[src/rtl/wafifo_pkg.sv]
package wafifo_pkg;
   localparam int WORD_W = 32;

   typedef enum logic [1:0] {
      WS_8  = 2'd0,
      WS_16 = 2'd1,
      WS_32 = 2'd2,
      WS_RS = 2'd3
   } wsize_e;

   function automatic logic [WORD_W-1:0] word_mask(input logic [1:0] ws);
      case (ws)
         WS_8:    word_mask = WORD_W'(32'h0000_00FF);
         WS_16:   word_mask = WORD_W'(32'h0000_FFFF);
         default: word_mask = '1;
      endcase
   endfunction

   function automatic int unsigned size_shift(input logic [1:0] ws);
      case (ws)
         WS_8:    size_shift = 0;
         WS_16:   size_shift = 1;
         default: size_shift = 2;
      endcase
   endfunction
endpackage

[src/rtl/wafifo_queue.sv]
module wafifo_queue #(
   parameter int CAP_BYTES = 16,
   parameter int DATA_W    = 32,
   parameter int LVL_W     = $clog2(CAP_BYTES + 1),
   parameter int PTR_W     = $clog2(CAP_BYTES)
) (
   input  logic              clk,
   input  logic              rst_n,
   input  logic              flush,
   input  logic [LVL_W-1:0]  depth,
   input  logic              push,
   input  logic [DATA_W-1:0] din,
   input  logic              pop,
   output logic [DATA_W-1:0] dout,
   output logic [LVL_W-1:0]  level,
   output logic              full,
   output logic              empty
);
   logic [DATA_W-1:0] mem [CAP_BYTES];
   logic [PTR_W-1:0]  wr_ptr, rd_ptr;
   logic              do_push, do_pop;

   assign full    = (level == depth);
   assign empty   = (level == '0);
   assign do_push = push && !full;
   assign do_pop  = pop && !empty;
   assign dout    = mem[rd_ptr];

   function automatic logic [PTR_W-1:0] step(input logic [PTR_W-1:0] p,
                                             input logic [LVL_W-1:0] d);
      if (LVL_W'(p) == d - LVL_W'(1)) step = '0;
      else                            step = p + PTR_W'(1);
   endfunction

   always_ff @(posedge clk or negedge rst_n) begin
      if (!rst_n) begin
         wr_ptr <= '0;
         rd_ptr <= '0;
         level  <= '0;
      end else if (flush) begin
         wr_ptr <= '0;
         rd_ptr <= '0;
         level  <= '0;
      end else begin
         if (do_push) wr_ptr <= step(wr_ptr, depth);
         if (do_pop)  rd_ptr <= step(rd_ptr, depth);
         case ({do_push, do_pop})
            2'b10:   level <= level + LVL_W'(1);
            2'b01:   level <= level - LVL_W'(1);
            default: level <= level;
         endcase
      end
   end

   always_ff @(posedge clk) begin
      if (do_push) mem[wr_ptr] <= din;
   end

   // Level never exceeds the current depth
   assert_level_bound_R1: assert property (@(posedge clk) disable iff (!rst_n)
      level <= depth);
   // A push into a full queue leaves the stored count untouched
   assert_full_push_dropped_R6: assert property (@(posedge clk) disable iff (!rst_n)
      push && full && !pop && !flush |=> $stable(level));
   // Flush empties the queue on the next edge
   assert_flush_empties_R8: assert property (@(posedge clk) disable iff (!rst_n)
      flush |=> level == '0);
endmodule

[src/rtl/wafifo_thresh.sv]
module wafifo_thresh #(
   parameter int LVL_W = 5,
   parameter bit IS_TX = 1'b0
) (
   input  logic [1:0]       mode,
   input  logic [LVL_W-1:0] level,
   input  logic [LVL_W-1:0] depth,
   input  logic             idle,
   output logic             irq
);
   logic [LVL_W-1:0] half;
   logic [LVL_W-1:0] room;

   assign half = depth >> 1;
   assign room = depth - level;

   generate
      if (IS_TX) begin : g_tx
         always_comb begin
            case (mode)
               2'd0:    irq = (level == '0) && idle;
               2'd1:    irq = (level == '0);
               2'd2:    irq = (room >= half);
               default: irq = (level < depth);
            endcase
         end
      end else begin : g_rx
         always_comb begin
            case (mode)
               2'd0:    irq = (level == '0);
               2'd1:    irq = (level != '0);
               2'd2:    irq = (level >= half);
               default: irq = (level == depth);
            endcase
         end
      end
   endgenerate
endmodule

[src/rtl/wafifo_pair.sv]
module wafifo_pair
   import wafifo_pkg::*;
#(
   parameter int CAP_BYTES = 16,
   parameter int LVL_W     = $clog2(CAP_BYTES + 1)
) (
   input  logic              clk,
   input  logic              rst_n,
   input  logic              enable,
   input  logic              framed,
   input  logic [1:0]        wsize,
   input  logic [1:0]        rx_mode,
   input  logic [1:0]        tx_mode,
   input  logic              bus_tx_push,
   input  logic [WORD_W-1:0] bus_tx_data,
   input  logic              bus_rx_pop,
   output logic [WORD_W-1:0] bus_rx_data,
   input  logic              sh_tx_pop,
   output logic [WORD_W-1:0] sh_tx_data,
   input  logic              sh_rx_push,
   input  logic [WORD_W-1:0] sh_rx_data,
   input  logic              sh_busy,
   input  logic              rx_ovf_clr,
   input  logic              tx_udr_clr,
   output logic [LVL_W-1:0]  tx_level,
   output logic [LVL_W-1:0]  rx_level,
   output logic              tx_irq,
   output logic              rx_irq,
   output logic              rx_ovf,
   output logic              tx_udr
);
   localparam int PTR_W = $clog2(CAP_BYTES);

   if (CAP_BYTES < 8 || (CAP_BYTES % 4) != 0 || (CAP_BYTES & (CAP_BYTES - 1)) != 0) begin : g_bad_cap
      $error("CAP_BYTES must be a power of two of at least 8");
   end
   if (LVL_W < $clog2(CAP_BYTES + 1)) begin : g_bad_lvl
      $error("LVL_W too narrow for CAP_BYTES");
   end

   logic [1:0]        eff_ws;
   logic              flush;
   logic [LVL_W-1:0]  depth;
   logic [WORD_W-1:0] mask;
   logic              tx_full, tx_empty, rx_full, rx_empty;

   assign flush = !enable && (wsize != eff_ws);
   assign depth = LVL_W'(CAP_BYTES >> size_shift(eff_ws));
   assign mask  = word_mask(eff_ws);

   always_ff @(posedge clk or negedge rst_n) begin
      if (!rst_n)      eff_ws <= WS_8;
      else if (flush)  eff_ws <= wsize;
   end

   wafifo_queue #(.CAP_BYTES(CAP_BYTES), .DATA_W(WORD_W), .LVL_W(LVL_W), .PTR_W(PTR_W)) u_txq (
      .clk(clk), .rst_n(rst_n), .flush(flush), .depth(depth),
      .push(bus_tx_push), .din(bus_tx_data & mask),
      .pop(sh_tx_pop), .dout(sh_tx_data),
      .level(tx_level), .full(tx_full), .empty(tx_empty)
   );

   wafifo_queue #(.CAP_BYTES(CAP_BYTES), .DATA_W(WORD_W), .LVL_W(LVL_W), .PTR_W(PTR_W)) u_rxq (
      .clk(clk), .rst_n(rst_n), .flush(flush), .depth(depth),
      .push(sh_rx_push), .din(sh_rx_data & mask),
      .pop(bus_rx_pop), .dout(bus_rx_data),
      .level(rx_level), .full(rx_full), .empty(rx_empty)
   );

   wafifo_thresh #(.LVL_W(LVL_W), .IS_TX(1'b1)) u_tx_thr (
      .mode(tx_mode), .level(tx_level), .depth(depth), .idle(!sh_busy), .irq(tx_irq)
   );

   wafifo_thresh #(.LVL_W(LVL_W), .IS_TX(1'b0)) u_rx_thr (
      .mode(rx_mode), .level(rx_level), .depth(depth), .idle(1'b1), .irq(rx_irq)
   );

   always_ff @(posedge clk or negedge rst_n) begin
      if (!rst_n) begin
         rx_ovf <= 1'b0;
         tx_udr <= 1'b0;
      end else begin
         if (sh_rx_push && rx_full)            rx_ovf <= 1'b1;
         else if (rx_ovf_clr)                  rx_ovf <= 1'b0;
         if (sh_tx_pop && tx_empty && framed)  tx_udr <= 1'b1;
         else if (tx_udr_clr)                  tx_udr <= 1'b0;
      end
   end

   // Receive into a full queue raises the overflow flag
   assert_ovf_on_full_R6: assert property (@(posedge clk) disable iff (!rst_n)
      sh_rx_push && rx_full |=> rx_ovf);
   // Without framing an empty pop never raises underrun
   assert_no_udr_unframed_R7: assert property (@(posedge clk) disable iff (!rst_n)
      !framed && !tx_udr |=> !tx_udr);
   // The effective word size stays put while enabled
   assert_ws_hold_enabled_R8: assert property (@(posedge clk) disable iff (!rst_n)
      enable |=> $stable(eff_ws));
endmodule

[config.mk]
export PLATFORM = sky130hd
export DESIGN_NAME = wafifo_pair
export DESIGN_NICKNAME = d
export VERILOG_FILES = /design/src/rtl/wafifo_pkg.sv /design/src/rtl/wafifo_queue.sv /design/src/rtl/wafifo_thresh.sv /design/src/rtl/wafifo_pair.sv
export SDC_FILE = /design/constraint.sdc
export NUM_CORES = 1
export LEC_CHECK = 0
export BUFFER_PORTS_ARGS = -buffer_cell sky130_fd_sc_hd__buf_2
export CORE_MARGIN = 4
export CORE_UTILIZATION = 37
export DETAILED_ROUTE_END_ITERATION = 7
export GPL_TIMING_DRIVEN = 0
export PLACE_DENSITY = 0.6
export SYNTH_ARGS = -nofsm -noshare
export SYNTH_HDL_FRONTEND = slang
export SYNTH_SLANG_ARGS = --single-unit
[constraint.sdc]
create_clock -name clk -period 7.9 [get_ports clk]
set_input_delay 0 -clock clk [delete_from_list [all_inputs] [get_ports clk]]
set_output_delay 0 -clock clk [all_outputs]
set_load 0.01 [all_outputs]
==> reports/results.md <==
| Stage | Quantity | This run |
|---|---|---|
| setup path | Data arrival at the endpoint of the critical path | 5.29 ns |
| timing | Fraction of the cycle the final worst path needs | 61.96% |
| global route | Overflow after GRT | 0 |
| clock tree | Root Buffer | sky130_fd_sc_hd__clkbuf_16 |
| setup path | Type of the worst setup path | reg -> reg |
| synth | Number of cells produced by synthesis | 2239 |
| route | Via Count | 22670 |
| synth | Sequential area share after synthesis | 75.16% |
| route | Detail-routed net length per standard cell | 25.09 um |
| synth | YS warnings | 0 |
| power and ir drop | Cell area power density | 329.7 nW/um2 |
| run | Maxcap violations | 0 |
| setup path | Critical path launch point type | flip-flop |
| layout | Number of nets in the layout | 2767 |
| setup path | CP top delay family | buffers and inverters |
| clock tree | Buffers inserted by post-CTS timing repair | 0 |
| clock tree | Clock-pin transition on the worst setup and hold timing paths | 0.06 ns |
| clock tree | Max Root-Sink Buffers | 3 |
| route | Count of unresolved DRC violations after routing | 0 |
| min path | Min-delay worst type | in -> reg |
| setup path | Critical Path Fanout Max | 10 |
| synth | Top cell type's share of synthesized area | 73.37% |
| global route | Wire length of the first global-routing pass | 154.9 mm |
| setup path | Stage delay of the slowest cell on the critical path | 0.84 ns |
| setup path | Critical path capture point type | flip-flop |
| setup path | Cell Chain, Critical Path | buf_2 -> nor2_1 -> buf_2 -> buf_1 -> ha_1 -> nand4_1 -> and2_1 -> nand2_1 -> nor3_2 -> buf_4 -> buf_6 |
| clock tree | Clock buffers created by TritonCTS | 107 |
| power and ir drop | IR Drop Worst-Case VDD | 279.1 uV |
| floorplan | Initial standard-cell utilization of the core | 37.26% |
| timing | Max Freq | 204.3 MHz |
| route | Post-Route WL | 106.4 mm |
| clock tree | CTS tree | built |
| synth | Count of flip-flops with a built-in enable after synthesis | 1024 |
| min path | Min-Delay Endpoint | tx_udr$_DFFE_PN0P_ |
| timing | Worst hold-check slack | 0.1258 ns |
| min path | Cells on Worst Hold Path | 4 |
| route | Detailed-routing iteration count for the pre-antenna-repair pass | 5 |
| placement | Post-DP Area | 45620 um2 |
| global route | Global routing usage summed across all routing layers | 17.78% |
| synth | Combined area of all synthesized cells | 41910 um2 |
| setup path | Launching point of the worst reg2reg path | eff_ws[1]$_DFFE_PN0P_ |
| setup path | Count of buffering cells on the critical path with inverters included | 5 |
| layout | Fraction of layout instances using a drive strength above 1 | 22.51% |
| placement | Total half-perimeter wirelength after legalization and detailed placement | 71.06 mm |
| global route | Largest net degree at the start of global routing | 31 |
| timing | Largest clock skew in the final design | 0.03535 ns |
| synth | Cell types with the largest area share after synthesis | sky130_fd_sc_hd__edfxtp_1 73%, sky130_fd_sc_hd__mux4_2 6.9%, sky130_fd_sc_hd__mux2i_1 5.4%, sky130_fd_sc_hd__a221oi_1 2.0%, sky130_fd_sc_hd__dfrtp_1 1.8% |
| floorplan | Boundary Pins | 159 |
| timing | Final-report max-slew violation count | 0 |
| placement | Cell count after placement | 3963 |
| clock tree | TritonCTS Sinks | 1054 |
| clock tree | Clock latency on the worst-skew pair | 0.69 ns |
| setup path | Most Frequent Cell on Critical Path | sky130_fd_sc_hd__buf_2 |
| route | Drt first-iter violations | 2031 |
| floorplan | Number of rows in the core area | 123 |
| timing | Worst-case headroom to the max-slew limit | 17.37% |
| setup path | Worst-case register-to-register setup slack | 3.01 ns |
| placement | Number of buffers added on ports | 158 |
| synth | Number of synthesized register bits | 1054 |
| floorplan | Die outline width | 344.6 um |
| route | Number of nets with antenna violations after detailed routing | 0 |
| layout | Cell area after layout | 49950 um2 |
| synth | Share of synthesized flip-flops with an asynchronous set or reset | 2.846% |
| timing | Unrepaired setup endpoints after global routing | no |
| timing | Min cycle time layout | 4.895 ns |
| synth | Post-synthesis average cell area | 18.72 um2 |
| power and ir drop | Leakage power figure | 16.70 nW |
| global route | Via count of the first global-routing pass | 23700 |
| floorplan | Placeable Area | 112500 um2 |
| floorplan | Full die area | 118700 um2 |
| synth | Post-synthesis cell type with the largest combined area | sky130_fd_sc_hd__edfxtp_1 |
| synth | Number of nets in the synthesized netlist | 2353 |
| timing | Setup-failing EPs final | 0 |
| clock tree | Number of resized instances in the post-cts repair step | 0 |
| clock tree | H-tree level count | 3 |
| timing | Slew @ Worst Pin | 1.240 ns |
| setup path | Slowest cell on crit path | sky130_fd_sc_hd__nor3_2 |
| placement | Routability Congestion | 0.7924 |
| status | Result of the run | completed |
| setup path | Worst Path Required | 8.29 ns |
| route | Ratio of routed vias to standard cells | 5.343 |
| layout | Area growth syn-to-layout | 19.18% |
| timing | Final hold violation count | 0 |
| synth | Leading cell type by number of instances after synthesis | sky130_fd_sc_hd__edfxtp_1 |
| global route | Initial antenna violation count | 5 |
| synth | Top FF cell, synth | sky130_fd_sc_hd__edfxtp_1 |
| min path | Hold wc startpoint | framed |
| layout | Non-filler cells, final | 4243 |
| synth | Leading post-synthesis cells by instance count | 1024 x sky130_fd_sc_hd__edfxtp_1, 228 x sky130_fd_sc_hd__mux2i_1, 128 x sky130_fd_sc_hd__mux4_2 |
| floorplan | Height of the die | 344.6 um |
| synth | Unique cell type count in the Yosys netlist | 59 |
| setup path | Depth of the worst register-to-register path | 11 |
| setup path | FF-to-FF End | u_txq.mem[10][7]$_DFFE_PP_ |
## worst max-delay path by stage
stage	startpoint	endpoint	slack, ns	cells after the start
after floorplan	eff_ws[1]$_DFFE_PN0P_	u_txq.mem[1][0]$_DFFE_PP_	2.38	9
after global placement	eff_ws[1]$_DFFE_PN0P_	u_txq.mem[2][12]$_DFFE_PP_	-3.42	9
after CTS	eff_ws[1]$_DFFE_PN0P_	u_txq.mem[10][5]$_DFFE_PP_	2.85	11
after global routing	eff_ws[1]$_DFFE_PN0P_	u_txq.mem[10][5]$_DFFE_PP_	2.73	11
after detailed placement	eff_ws[1]$_DFFE_PN0P_	u_txq.mem[10][8]$_DFFE_PP_	2.87	11
final	eff_ws[1]$_DFFE_PN0P_	u_txq.mem[10][7]$_DFFE_PP_	3.01	11
## worst register-to-register path, cell delays in order, from the launching register on
cell,delay [ns]
sky130_fd_sc_hd__dfrtp_1,0.40
sky130_fd_sc_hd__buf_2,0.21
sky130_fd_sc_hd__nor2_1,0.26
sky130_fd_sc_hd__buf_2,0.44
sky130_fd_sc_hd__buf_1,0.80
sky130_fd_sc_hd__ha_1,0.43
sky130_fd_sc_hd__nand4_1,0.13
sky130_fd_sc_hd__and2_1,0.30
sky130_fd_sc_hd__nand2_1,0.23
sky130_fd_sc_hd__nor3_2,0.84
sky130_fd_sc_hd__buf_4,0.36
sky130_fd_sc_hd__buf_6,0.20
## layer usage
metal	track usage [%]	up-vias	wire length (um)
met5	0	-	0
met4	4.947	0	2481
met3	3.051	173	5743
met2	31.15	687	54790
met1	22.84	11830	43430
li1	-	9985	-
## cell usage in the layout (no fill, tap or decap), types with 80 or more instances in the layout
master / n
sky130_fd_sc_hd__a221oi_1: 96
sky130_fd_sc_hd__buf_2: 197
sky130_fd_sc_hd__clkbuf_1: 101
sky130_fd_sc_hd__clkbuf_16: 108
sky130_fd_sc_hd__dlygate4sd3_1: 80
sky130_fd_sc_hd__edfxtp_1: 1024
sky130_fd_sc_hd__mux2i_1: 228
sky130_fd_sc_hd__mux4_2: 128
sky130_fd_sc_hd__nand2_1: 83
sky130_fd_sc_hd__o21ai_0: 110
## sequential cells by signal, summed over array words and instances (netlist names)
name / count
u_rxq.mem: 512
u_txq.mem: 512
u_rxq.level: 5
u_txq.level: 5
u_rxq.rd_ptr: 4
u_rxq.wr_ptr: 4
u_txq.rd_ptr: 4
u_txq.wr_ptr: 4
eff_ws: 2
rx_ovf: 1
tx_udr: 1
## cells by family (layout without fill, tap and decap cells)
| logic type | count (synthesis) | count (layout) | share of synthesized area [%] |
|---|---|---|---|
| other cells | 1 | 3 | 0.008947 |
| buf+inv | 152 | 654 | 1.508 |
| flops | 1054 | 1054 | 75.16 |
| compound gates | 361 | 361 | 5.854 |
| simple gates | 228 | 228 | 2.785 |
| mux | 391 | 391 | 13.27 |
| xor+xnor | 19 | 19 | 0.3970 |
| fa+ha+maj | 33 | 33 | 1.021 |
## metrics by stage
step | power (W) | setup TNS, ns | setup slack, ns | util (%)
CTS | 0.01664 | 0 | 2.850 | 44.40
global placement | 0.01138 | -473.26 | -3.420 | 39.63
detailed placement | 0.01157 | 0 | 2.865 | 40.55
floorplan | 0.009761 | 0 | 2.383 | -
finish | 0.01647 | 0 | 3.005 | 44.40
global route | 0.01718 | 0 | 2.730 | 44.40
## report_power, final
group | internal (W) | switching [W] | total (W) | leakage, nW
Sequential | 0.00665 | 0.000166 | 0.00682 | 9.75
Combinational | 0.00188 | 0.00274 | 0.00462 | 5.27
Clock | 0.00294 | 0.00209 | 0.00503 | 1.69
Total | 0.0115 | 0.00500 | 0.0165 | 16.7
## timing repair
action | 4_1_cts | 5_1_grt
hold buffers | 81 | 0
endpoints found under the hold margin | 1044 | 0
setup endpoints to repair | 0 | 0
## cell type report
class                           instances  area [um2]
Fill cell                            9583       62550
Sequential cell                      1054       31500
Multi-Input combinational cell       1033        9902
Clock buffer                          136        2808
Timing Repair Buffer                  305        2534
Tap cell                             1500        1877
Clock inverter                         61       693.2
Buffer                                123       518.0
Inverter                               29       113.9
Antenna cell                            2       5.005
Power figures use the tool's default switching activity.
